## config.mk

```make
export PLATFORM = sky130hd
export DESIGN_NAME = serport_front
export DESIGN_NICKNAME = d
export VERILOG_FILES = /design/src/rtl/serport_pkg.sv /design/src/rtl/serport_decode.sv /design/src/rtl/serport_rxfifo.sv /design/src/rtl/serport_irq.sv /design/src/rtl/serport_front.sv
export SDC_FILE = /design/constraint.sdc
export NUM_CORES = 1
export LEC_CHECK = 0
export BUFFER_PORTS_ARGS = -buffer_cell sky130_fd_sc_hd__buf_2
export CORE_ASPECT_RATIO = 1.25
export CORE_MARGIN = 1
export CORE_UTILIZATION = 38
export DETAILED_ROUTE_END_ITERATION = 8
export HOLD_SLACK_MARGIN = 0.06
export PLACE_DENSITY = 0.64
export SETUP_SLACK_MARGIN = 0.4
export SYNTH_ARGS = -nofsm -noshare
export SYNTH_HDL_FRONTEND = slang
export SYNTH_SLANG_ARGS = --single-unit
```

## constraint.sdc

```tcl
create_clock -name clk -period 3.52 [get_ports clk]
set_clock_uncertainty 0.1 [all_clocks]
set_input_delay 0.704 -clock clk [delete_from_list [all_inputs] [get_ports clk]]
set_output_delay 0.704 -clock clk [all_outputs]
set_load 0.05 [all_outputs]
```

## src/rtl/serport_pkg.sv

```systemverilog
package serport_pkg;

  typedef enum logic [9:0] {
    IX_IDENT  = 10'd0,
    IX_DATA   = 10'd1,
    IX_OCC    = 10'd2,
    IX_IEN    = 10'd3,
    IX_TXADDR = 10'd4,
    IX_TXLEN  = 10'd5,
    IX_RXADDR = 10'd6,
    IX_RXLEN  = 10'd7,
    IX_DEPTH  = 10'd8
  } reg_ix_e;

  typedef struct packed {
    logic ident;
    logic data;
    logic occ;
    logic ien;
    logic txaddr;
    logic txlen;
    logic rxaddr;
    logic rxlen;
    logic depth;
    logic undef;
  } hit_t;

  localparam int IEN_W = 3;

endpackage

```

## src/rtl/serport_decode.sv

```systemverilog
module serport_decode
  import serport_pkg::*;
#(
  parameter int ADDR_W = 32
) (
  input  logic              en,
  input  logic [ADDR_W-1:0] addr,
  output hit_t              hit
);
  logic [9:0] ix;
  assign ix = addr[11:2];

  always_comb begin
    hit = '0;
    if (en) begin
      case (ix)
        IX_IDENT:  hit.ident  = 1'b1;
        IX_DATA:   hit.data   = 1'b1;
        IX_OCC:    hit.occ    = 1'b1;
        IX_IEN:    hit.ien    = 1'b1;
        IX_TXADDR: hit.txaddr = 1'b1;
        IX_TXLEN:  hit.txlen  = 1'b1;
        IX_RXADDR: hit.rxaddr = 1'b1;
        IX_RXLEN:  hit.rxlen  = 1'b1;
        IX_DEPTH:  hit.depth  = 1'b1;
        default:   hit.undef  = 1'b1;
      endcase
    end
  end
endmodule

```

## src/rtl/serport_rxfifo.sv

```systemverilog
module serport_rxfifo #(
  parameter int DEPTH = 16,
  parameter int CNT_W = $clog2(DEPTH + 1),
  parameter int PTR_W = (DEPTH > 1) ? $clog2(DEPTH) : 1
) (
  input  logic             clk,
  input  logic             rst_n,
  input  logic             push,
  input  logic [7:0]       push_data,
  input  logic             pop,
  output logic [7:0]       head,
  output logic [CNT_W-1:0] occ
);
  localparam logic [CNT_W:0] DEPTH_X = (CNT_W + 1)'(DEPTH);
  localparam logic [PTR_W-1:0] LAST  = PTR_W'(DEPTH - 1);

  logic [7:0]       slots [DEPTH];
  logic [PTR_W-1:0] rd_ptr;
  logic [CNT_W:0]   sum;
  logic [PTR_W-1:0] wr_slot;

  // write slot = read position + occupancy, folded back into range
  always_comb begin
    sum = (CNT_W + 1)'(rd_ptr) + (CNT_W + 1)'(occ);
    if (sum >= DEPTH_X) sum = sum - DEPTH_X;
    wr_slot = sum[PTR_W-1:0];
  end

  assign head = slots[rd_ptr];

  always_ff @(posedge clk) begin
    if (push) slots[wr_slot] <= push_data;
  end

  always_ff @(posedge clk or negedge rst_n) begin
    if (!rst_n) begin
      rd_ptr <= '0;
      occ    <= '0;
    end else begin
      if (pop) rd_ptr <= (rd_ptr == LAST) ? '0 : rd_ptr + 1'b1;
      case ({push, pop})
        2'b10:   occ <= occ + 1'b1;
        2'b01:   occ <= occ - 1'b1;
        default: occ <= occ;
      endcase
    end
  end
endmodule

```

## src/rtl/serport_irq.sv

```systemverilog
module serport_irq
  import serport_pkg::*;
(
  input  logic             clk,
  input  logic             rst_n,
  input  logic [IEN_W-1:0] ien,
  input  logic             q_nonempty,
  input  logic             rx_dma_idle,
  output logic             irq
);
  logic level;
  assign level = (ien[0] & q_nonempty) | ien[1] | (ien[2] & rx_dma_idle);

  always_ff @(posedge clk or negedge rst_n) begin
    if (!rst_n) irq <= 1'b0;
    else        irq <= level;
  end
endmodule

```

## src/rtl/serport_front.sv

```systemverilog
module serport_front
  import serport_pkg::*;
#(
  parameter int          ADDR_W     = 32,
  parameter int          FIFO_DEPTH = 16,
  parameter logic [31:0] ID_VALUE   = 32'h5E71_A100
) (
  input  logic              clk,
  input  logic              rst_n,
  input  logic              bus_sel,
  input  logic              bus_wr,
  input  logic [ADDR_W-1:0] bus_addr,
  input  logic [31:0]       bus_wdata,
  output logic [31:0]       bus_rdata,
  output logic              bus_rvalid,
  output logic              bus_err,
  input  logic              rx_valid,
  output logic              rx_ready,
  input  logic [7:0]        rx_data,
  output logic              tx_valid,
  input  logic              tx_ready,
  output logic [7:0]        tx_data,
  output logic              irq,
  output logic [31:0]       dma_tx_addr,
  output logic [31:0]       dma_tx_len,
  output logic              dma_tx_go,
  output logic [31:0]       dma_rx_addr,
  output logic [31:0]       dma_rx_len
);
  localparam int DEPTH_EFF = (FIFO_DEPTH <= 0) ? 16 : FIFO_DEPTH;
  localparam int CNT_W     = $clog2(DEPTH_EFF + 1);

  hit_t             hit;
  logic [7:0]       q_head;
  logic [CNT_W-1:0] occ;
  logic             q_push, q_pop, q_empty, q_full;
  logic [IEN_W-1:0] int_en;
  logic             rd_acc, wr_acc;
  logic [31:0]      rd_val;

  assign rd_acc = bus_sel & ~bus_wr;
  assign wr_acc = bus_sel &  bus_wr;

  serport_decode #(.ADDR_W(ADDR_W)) u_dec (
    .en   (bus_sel),
    .addr (bus_addr),
    .hit  (hit)
  );

  assign q_empty  = (occ == '0);
  assign q_full   = (occ == CNT_W'(DEPTH_EFF));
  assign rx_ready = (dma_rx_len == 32'd0) & ~q_full;
  assign q_push   = rx_valid & rx_ready;
  assign q_pop    = rd_acc & hit.data & ~q_empty;

  serport_rxfifo #(.DEPTH(DEPTH_EFF)) u_fifo (
    .clk       (clk),
    .rst_n     (rst_n),
    .push      (q_push),
    .push_data (rx_data),
    .pop       (q_pop),
    .head      (q_head),
    .occ       (occ)
  );

  serport_irq u_irq (
    .clk         (clk),
    .rst_n       (rst_n),
    .ien         (int_en),
    .q_nonempty  (~q_empty),
    .rx_dma_idle (dma_rx_len == 32'd0),
    .irq         (irq)
  );

  always_comb begin
    rd_val = 32'd0;
    case (1'b1)
      hit.ident:  rd_val = ID_VALUE;
      hit.data:   rd_val = q_empty ? 32'hFFFF_FFFF : {24'd0, q_head};
      hit.occ:    rd_val = 32'(occ);
      hit.ien:    rd_val = {{(32 - IEN_W){1'b0}}, int_en};
      hit.txaddr: rd_val = dma_tx_addr;
      hit.txlen:  rd_val = 32'd0;
      hit.rxaddr: rd_val = dma_rx_addr;
      hit.rxlen:  rd_val = dma_rx_len;
      hit.depth:  rd_val = 32'(DEPTH_EFF);
      default:    rd_val = 32'd0;
    endcase
  end

  // read response path
  always_ff @(posedge clk or negedge rst_n) begin
    if (!rst_n) begin
      bus_rdata  <= '0;
      bus_rvalid <= 1'b0;
      bus_err    <= 1'b0;
    end else begin
      bus_rvalid <= rd_acc;
      bus_err    <= bus_sel & hit.undef;
      if (rd_acc) bus_rdata <= rd_val;
    end
  end

  // control registers
  always_ff @(posedge clk or negedge rst_n) begin
    if (!rst_n) begin
      int_en      <= '0;
      dma_tx_addr <= '0;
      dma_tx_len  <= '0;
      dma_tx_go   <= 1'b0;
      dma_rx_addr <= '0;
      dma_rx_len  <= '0;
    end else begin
      dma_tx_go <= wr_acc & hit.txlen;
      if (wr_acc) begin
        if (hit.ien)    int_en      <= bus_wdata[IEN_W-1:0];
        if (hit.txaddr) dma_tx_addr <= bus_wdata;
        if (hit.txlen)  dma_tx_len  <= bus_wdata;
        if (hit.rxlen)  dma_rx_len  <= bus_wdata;
        if (hit.rxaddr) begin
          dma_rx_addr <= bus_wdata;
          dma_rx_len  <= 32'd0;
        end
      end
    end
  end

  // transmit holding stage
  always_ff @(posedge clk or negedge rst_n) begin
    if (!rst_n) begin
      tx_valid <= 1'b0;
      tx_data  <= '0;
    end else if (wr_acc & hit.data) begin
      tx_valid <= 1'b1;
      tx_data  <= bus_wdata[7:0];
    end else if (tx_ready) begin
      tx_valid <= 1'b0;
    end
  end
endmodule

```

== Yosys cells after proc, flatten, opt, wreduce, memory -nomap -nowiden ==
Memory sizes are Yosys's and may differ from the RTL's.
Index checks and enable logic that the tools add are counted.
Cells by class
  add/subtract/negate cells: 5
  $lt $le $gt $ge: 1
  eq/ne operators: 12
  mux-type cells: 30
  bitwise logic cells: 16
  reductions and logical operators: 12
Operator list (count)
  $mux W32: 11
  $eq A10 B3 Y1 const B: 4
  $logic_not A32 Y1: 1
  $eq A10 B2 Y1 const B: 2
  $mux W1: 14
  $and A1 B1 Y1: 11
  $eq A10 B1 Y1 const B: 1
  $eq A10 B4 Y1 const B: 1
  $logic_not A10 Y1: 1
  $mux W10: 1
  $pmux W5 S2: 1
  $reduce_and A2 Y1: 5
  $reduce_or A9 Y1: 1
  $mux W4: 2
  $add A4 B5 Y6: 1
  $ge A6 B5 Y1 const B: 1
  $reduce_bool A2 Y1: 3
  $add A5 B1 Y5 const B: 1
  $eq A5 B5 Y1 const B: 1
  $logic_not A5 Y1: 1
  $mux W5: 1
  $sub A5 B1 Y5 const B: 1
  $add A4 B1 Y4 const B: 1
  $eq A4 B4 Y1 const B: 1
  5 further kinds: 8
Word-level totals
  register bits: 185
  RAM bits: 128
  output and inout bits: 174
  logic and storage cells: 91
  memories kept: 1
Memory list
  u_fifo.slots: words 16, width 8, read ports 1, clocked after Yosys merged registers in 0, wr ports 1, RTL line serport_rxfifo.sv:17  | logic [7:0] slots [DEPTH];

== Depth between registers and ports, before layout ==
  depth in word-level cells: 13
  mapped depth: 13
  mapped depth without buffers: 12

== Cells and area by module ==
A second synthesis with hierarchy kept.
Unflattened totals
  cell total of the unflattened synthesis: 883
  area, all modules: 13311.5 sq um
By module, submodules not included
  serport_front: times used 1, cells each 567, area an instance 7440.9 sq um
  serport_rxfifo: times used 1, cells each 291, area an instance 5677.9 sq um
  serport_decode: times used 1, cells each 23, area an instance 157.7 sq um
  serport_irq: times used 1, cells each 2, area an instance 35.0 sq um

== Worst setup path before layout ==
Ideal clock, no wire load.
  path type: input port to flip-flop
  from: in bus_addr[9]
  to: reg u_fifo.occ[4]
  arrival time: 3.269 ns
  required time: 3.341 ns
  setup slack: 0.071 ns
  cell stages on the path: 12
  cell sequence: nor4_1 nand4_1 nor3_1 ha_1 clkbuf_1 xor2_1 ha_1 inv_1 nor3b_1 o21ai_0 a21oi_1 xor2_1
Between the ends
  cells in the longest elaborated chain, start to end: 7
  elaborated cells between the ends (all ways): 9
  classes of those cells: 3 x eq/ne; 3 x mux; 2 x bitwise; 1 x reduce/logical
RTL lines
  start, declared: RTL line serport_front.sv:12  | input logic [ADDR_W-1:0] bus_addr,
  $eq A10 B1 Y1 (*): RTL line serport_decode.sv:16  | case (ix)
  $mux W1 (*): RTL line serport_decode.sv:16
  $mux W10 (*): RTL line serport_decode.sv:15  | if (en) begin
  $and A1 B1 Y1 (*) (2 in a row): RTL line serport_front.sv:54  | assign q_pop = rd_acc & hit.data & ~q_empty;
  via q_pop: RTL line serport_front.sv:36  | logic q_push, q_pop, q_empty, q_full;
  $eq A2 B1 Y1 / $eq A2 B2 Y1 (equally long branches): RTL line serport_rxfifo.sv:41  | case ({push, pop})
  $pmux W5 S2 / $reduce_bool A2 Y1 (equally long branches)
  end signal, assigned: RTL line serport_rxfifo.sv:42  | 2'b10: occ <= occ + 1'b1;
  end signal, assigned: RTL line serport_rxfifo.sv:43  | 2'b01: occ <= occ - 1'b1;
  end, declared: RTL line serport_rxfifo.sv:12  | output logic [CNT_W-1:0] occ
Mark *: on every way through the listed nets, which the timed path passes. The rest lies on a longest branch.
A chain may end at the register's enable or synchronous reset.

== Worst setup path in the final report ==
  from: reg dma_rx_len[19]
  to: out rx_ready
Between the ends
  cells in the longest elaborated chain, start to end: 2
RTL lines
  start, declared: RTL line serport_front.sv:28  | output logic [31:0] dma_rx_len
  start signal, assigned: RTL line serport_front.sv:119  | if (hit.rxlen) dma_rx_len <= bus_wdata;
  $logic_not A32 Y1: RTL line serport_front.sv:52  | assign rx_ready = (dma_rx_len == 32'd0) & ~q_full;
  $and A1 B1 Y1: RTL line serport_front.sv:52
  end, declared: RTL line serport_front.sv:18  | output logic rx_ready,
No other way between the ends.

==> results.md <==
- Crit path max fanout: 4
- Status: finished, final reports clean
- Share of cells above drive strength 1: 39.6%
- Worst R2R Setup Slack: 0.60 ns
- Die footprint: 35200 um2
- Initial antenna violation count: 5
- Seq/Total Area, Yosys: 64.7%
- Clk pin slew, worst setup/hold paths: 0.06 ns
- Max transition margin: 43.6%
- Most frequent cells in the layout: buf_2 (227), dfrtp_1 (183), nand2_1 (159), edfxtp_1 (128), mux2_2 (76)
- Vias in the first global route: 9187
- WL met3: 2530 um
- Commonest non-fill, non-tap cell in the layout: buf_2
- Final period utilization: 85.7%
- # setup viols final: 0
- Fill cells: 2986
- CTS Root Cell: clkbuf_16
- I/O Pins: 252
- Worst-skew pair later-pin latency: 0.53 ns
- DR pass1 iterations: 7
- Die Span X: 168 um
- Vert. Die Dim: 210 um
- Core box area: 33800 um2
- Final GP Congestion: 0.839
- # DRC: 0
- RSZ-0062 raised after global routing: yes
- Leak: 7.51 nW
- Syn avg cell area: 14.0 um2
- Post-Route Setup TNS: 0 ns
- Area of the multi-input gates: 4450 um2
- CTS Buffer Depth: 3
- Drt wl/cell: 23.0 um
- Clock Sinks: 313
- Critical path's largest stage delay: 0.45 ns
- Pins Over Slew Limit: 0
- DP HPWL: 26300 um
- Met2 wire len: 19200 um
- Worst Path Required: 2.72 ns
- GRT Total Usage: 21.6%
- P&R area growth vs syn: 24.5%
- Total congestion overflow: 0
- WP data arrival: 2.21 ns
- Final Hold Viols: 0
- Highest Signal Layer: met5
- Initial core utilization: 38.8%
- Max Clk Rate: 331 MHz
- Worst setup SP type: register
- Row count: 75
- Cell Pwr Density: 537 nW/um2
- Fin cells: 1646
- Critical path class: register to primary output
- CTS tree: yes
- Max VDD drop: 0.000352 V
- Placed cell count: 1584
- Cell mode on critical path: buf_6
- Cts bufs inserted: 35
- Nets: 1287
- Syn Nets: 1019
- Htree depth: 2
- Hold Path Class: input pin to async pin
- DR vias: 9112
- Post-synth ARST share: 59.1%
- Crit-path cells: nor4_1, nand4_1, buf_6, a211oi_4, buf_6
- Final Core Density: 48.3%
- Crit. End Element: primary output
- Largest net degree at the start of global routing: 76
- Post-synth EDFFs: 128
- CP max-delay cell: dfrtp_1
- Critical path's top delay family: simple AND/OR/NAND/NOR gates
- Seq. cell area: 8480 um2
- Routed WL: 37800 um
- Worst-Margin Slew: 0.845 ns
- Period minus WS final: 3.02 ns
- CP bufs+invs: 2
- First-pass GRT wire length: 56900 um
- Mapped Area: 13100 um2
- Post-DRT Antenna Nets: 0
- Dominant synthesized flop cell: dfrtp_1
- M1 wire length: 14800 um
- Count of cell types in the netlist: 55
- Initial drt markers: 790
- Via/cell ratio: 5.54
- N_diodes: 0
- Synthesized flop and latch total: 313
- IO Port Bufs: 229
- Max Cap Violations: 0
- Mapped Cells: 933
- Power, Total: 8.76 mW
- Warning count from the yosys run: 0
-- cell usage after synthesis (4+ instances only) --
cell type,instances,area (um2)
xnor2_1,5,43.8
buf_2,20,100
a31oi_1,16,100
nand2b_1,5,31.3
a2111oi_0,5,43.8
o21ai_0,8,40.0
a21oi_1,9,45.0
dfrtp_1,185,4630
nand3_1,9,45.0
edfxtp_1,128,3840
xor2_1,8,70.1
a22oi_1,4,30.0
ha_1,7,87.6
clkbuf_1,27,101
mux2_4,8,120
nor4_1,11,68.8
mux2_2,76,856
inv_1,8,30.0
mux4_2,32,721
nor2b_1,8,50.1
and3_1,5,31.3
or3_1,4,25.0
nor2_1,41,154
o31ai_1,5,37.5
a32oi_1,15,131
a22o_1,52,455
buf_1,9,33.8
a221oi_1,17,149
nand4_1,8,50.1
nand2_1,159,597
-- layout make-up --
| cell class | count | share of cell area [%] |
|---|---|---|
| repair buffers | 290 | 10.1 |
| clock inverters | 11 | 0.975 |
| multi-input cells | 553 | 27.3 |
| flip-flops and latches | 313 | 52.0 |
| clock buffers | 48 | 6.23 |
| inverters | 8 | 0.184 |
| well taps | 423 | 3.25 |
-- report_power, final --
part / total (mW) / switching, mW / internal [mW]
clock network: 3.69 / 1.50 / 2.19
logic: 0.946 / 0.615 / 0.330
registers: 4.13 / 0.131 / 4.00
total: 8.76 / 2.25 / 6.52
-- sequential cells by signal, summed over array words and instances (netlist names) --
register	flops
bus_rdata	32
u_fifo.rd_ptr	4
u_fifo.slots	128
dma_tx_go	1
dma_rx_len	32
tx_data	8
u_irq.irq	1
u_fifo.occ	5
tx_valid	1
dma_rx_addr	32
int_en	3
dma_tx_addr	32
bus_err	1
dma_tx_len	32
bus_rvalid	1
-- through the flow --
step	hold slack [ns]	setup WS [ns]	instance area [um2]
floorplan	0.308	0.422	13100
global placement	0.347	0.457	15000
detailed placement	0.350	0.419	15000
CTS	0.111	0.382	16200
global route	0.134	0.380	16300
finish	0.0866	0.503	16300
-- routing by layer --
metal / up-vias / track usage (%)
li1: 4046 / -
met1: 4614 / 26.3
met2: 370 / 38.0
met3: 76 / 4.05
met4: 6 / 8.18
met5: - / 0
-- kinds of logic after synthesis --
logic type | count (synthesis) | share of synthesized area (%)
DFF | 313 | 64.7
and+or+nand+nor | 269 | 9.43
AOI/OAI and AO/OA | 144 | 8.79
muxes | 119 | 13.2
buffers and inverters | 67 | 2.23
xor gates and xnor gates | 13 | 0.869
adders and majority gates | 8 | 0.821
-- path summary, 6_finish.rpt --
path	startpoint	endpoint	depth (start not counted)
max	dma_rx_len[19]$_DFFE_PN0P_	rx_ready	5
max reg2reg	dma_rx_len[8]$_DFFE_PN0P_	u_fifo.occ[2]$_DFFE_PN0P_	14
max in group asynchronous	rst_n	dma_rx_len[17]$_DFFE_PN0P_	2
min in group clk	bus_wdata[19]	dma_tx_len[19]$_DFFE_PN0P_	3
min	rst_n	dma_rx_len[26]$_DFFE_PN0P_	1
min reg2reg	dma_tx_len[13]$_DFFE_PN0P_	dma_tx_len[13]$_DFFE_PN0P_	2
-- repair_timing --
item / 4_1_cts / 5_1_grt
gates cloned: 0 / 0
endpoints found under the setup margin: 2 / 3
setup buffers: 0 / 3
pin swaps: 1 / 5
hold buffers: 0 / 0
gates resized for setup: 7 / 11
-- worst reg2reg max path: stages, from the launching register on --
cell and delay, ns:
dfrtp_1 0.43, nor4_2 0.32, buf_4 0.17, nand4_1 0.08
buf_4 0.18, a2111oi_4 0.29, inv_1 0.10, ha_2 0.20
xor2_2 0.14, ha_2 0.17, buf_4 0.12, a21oi_1 0.13
xor2_1 0.15, nor2_1 0.06, xor2_1 0.14
Note: power is estimated with default switching activity, not from simulation.
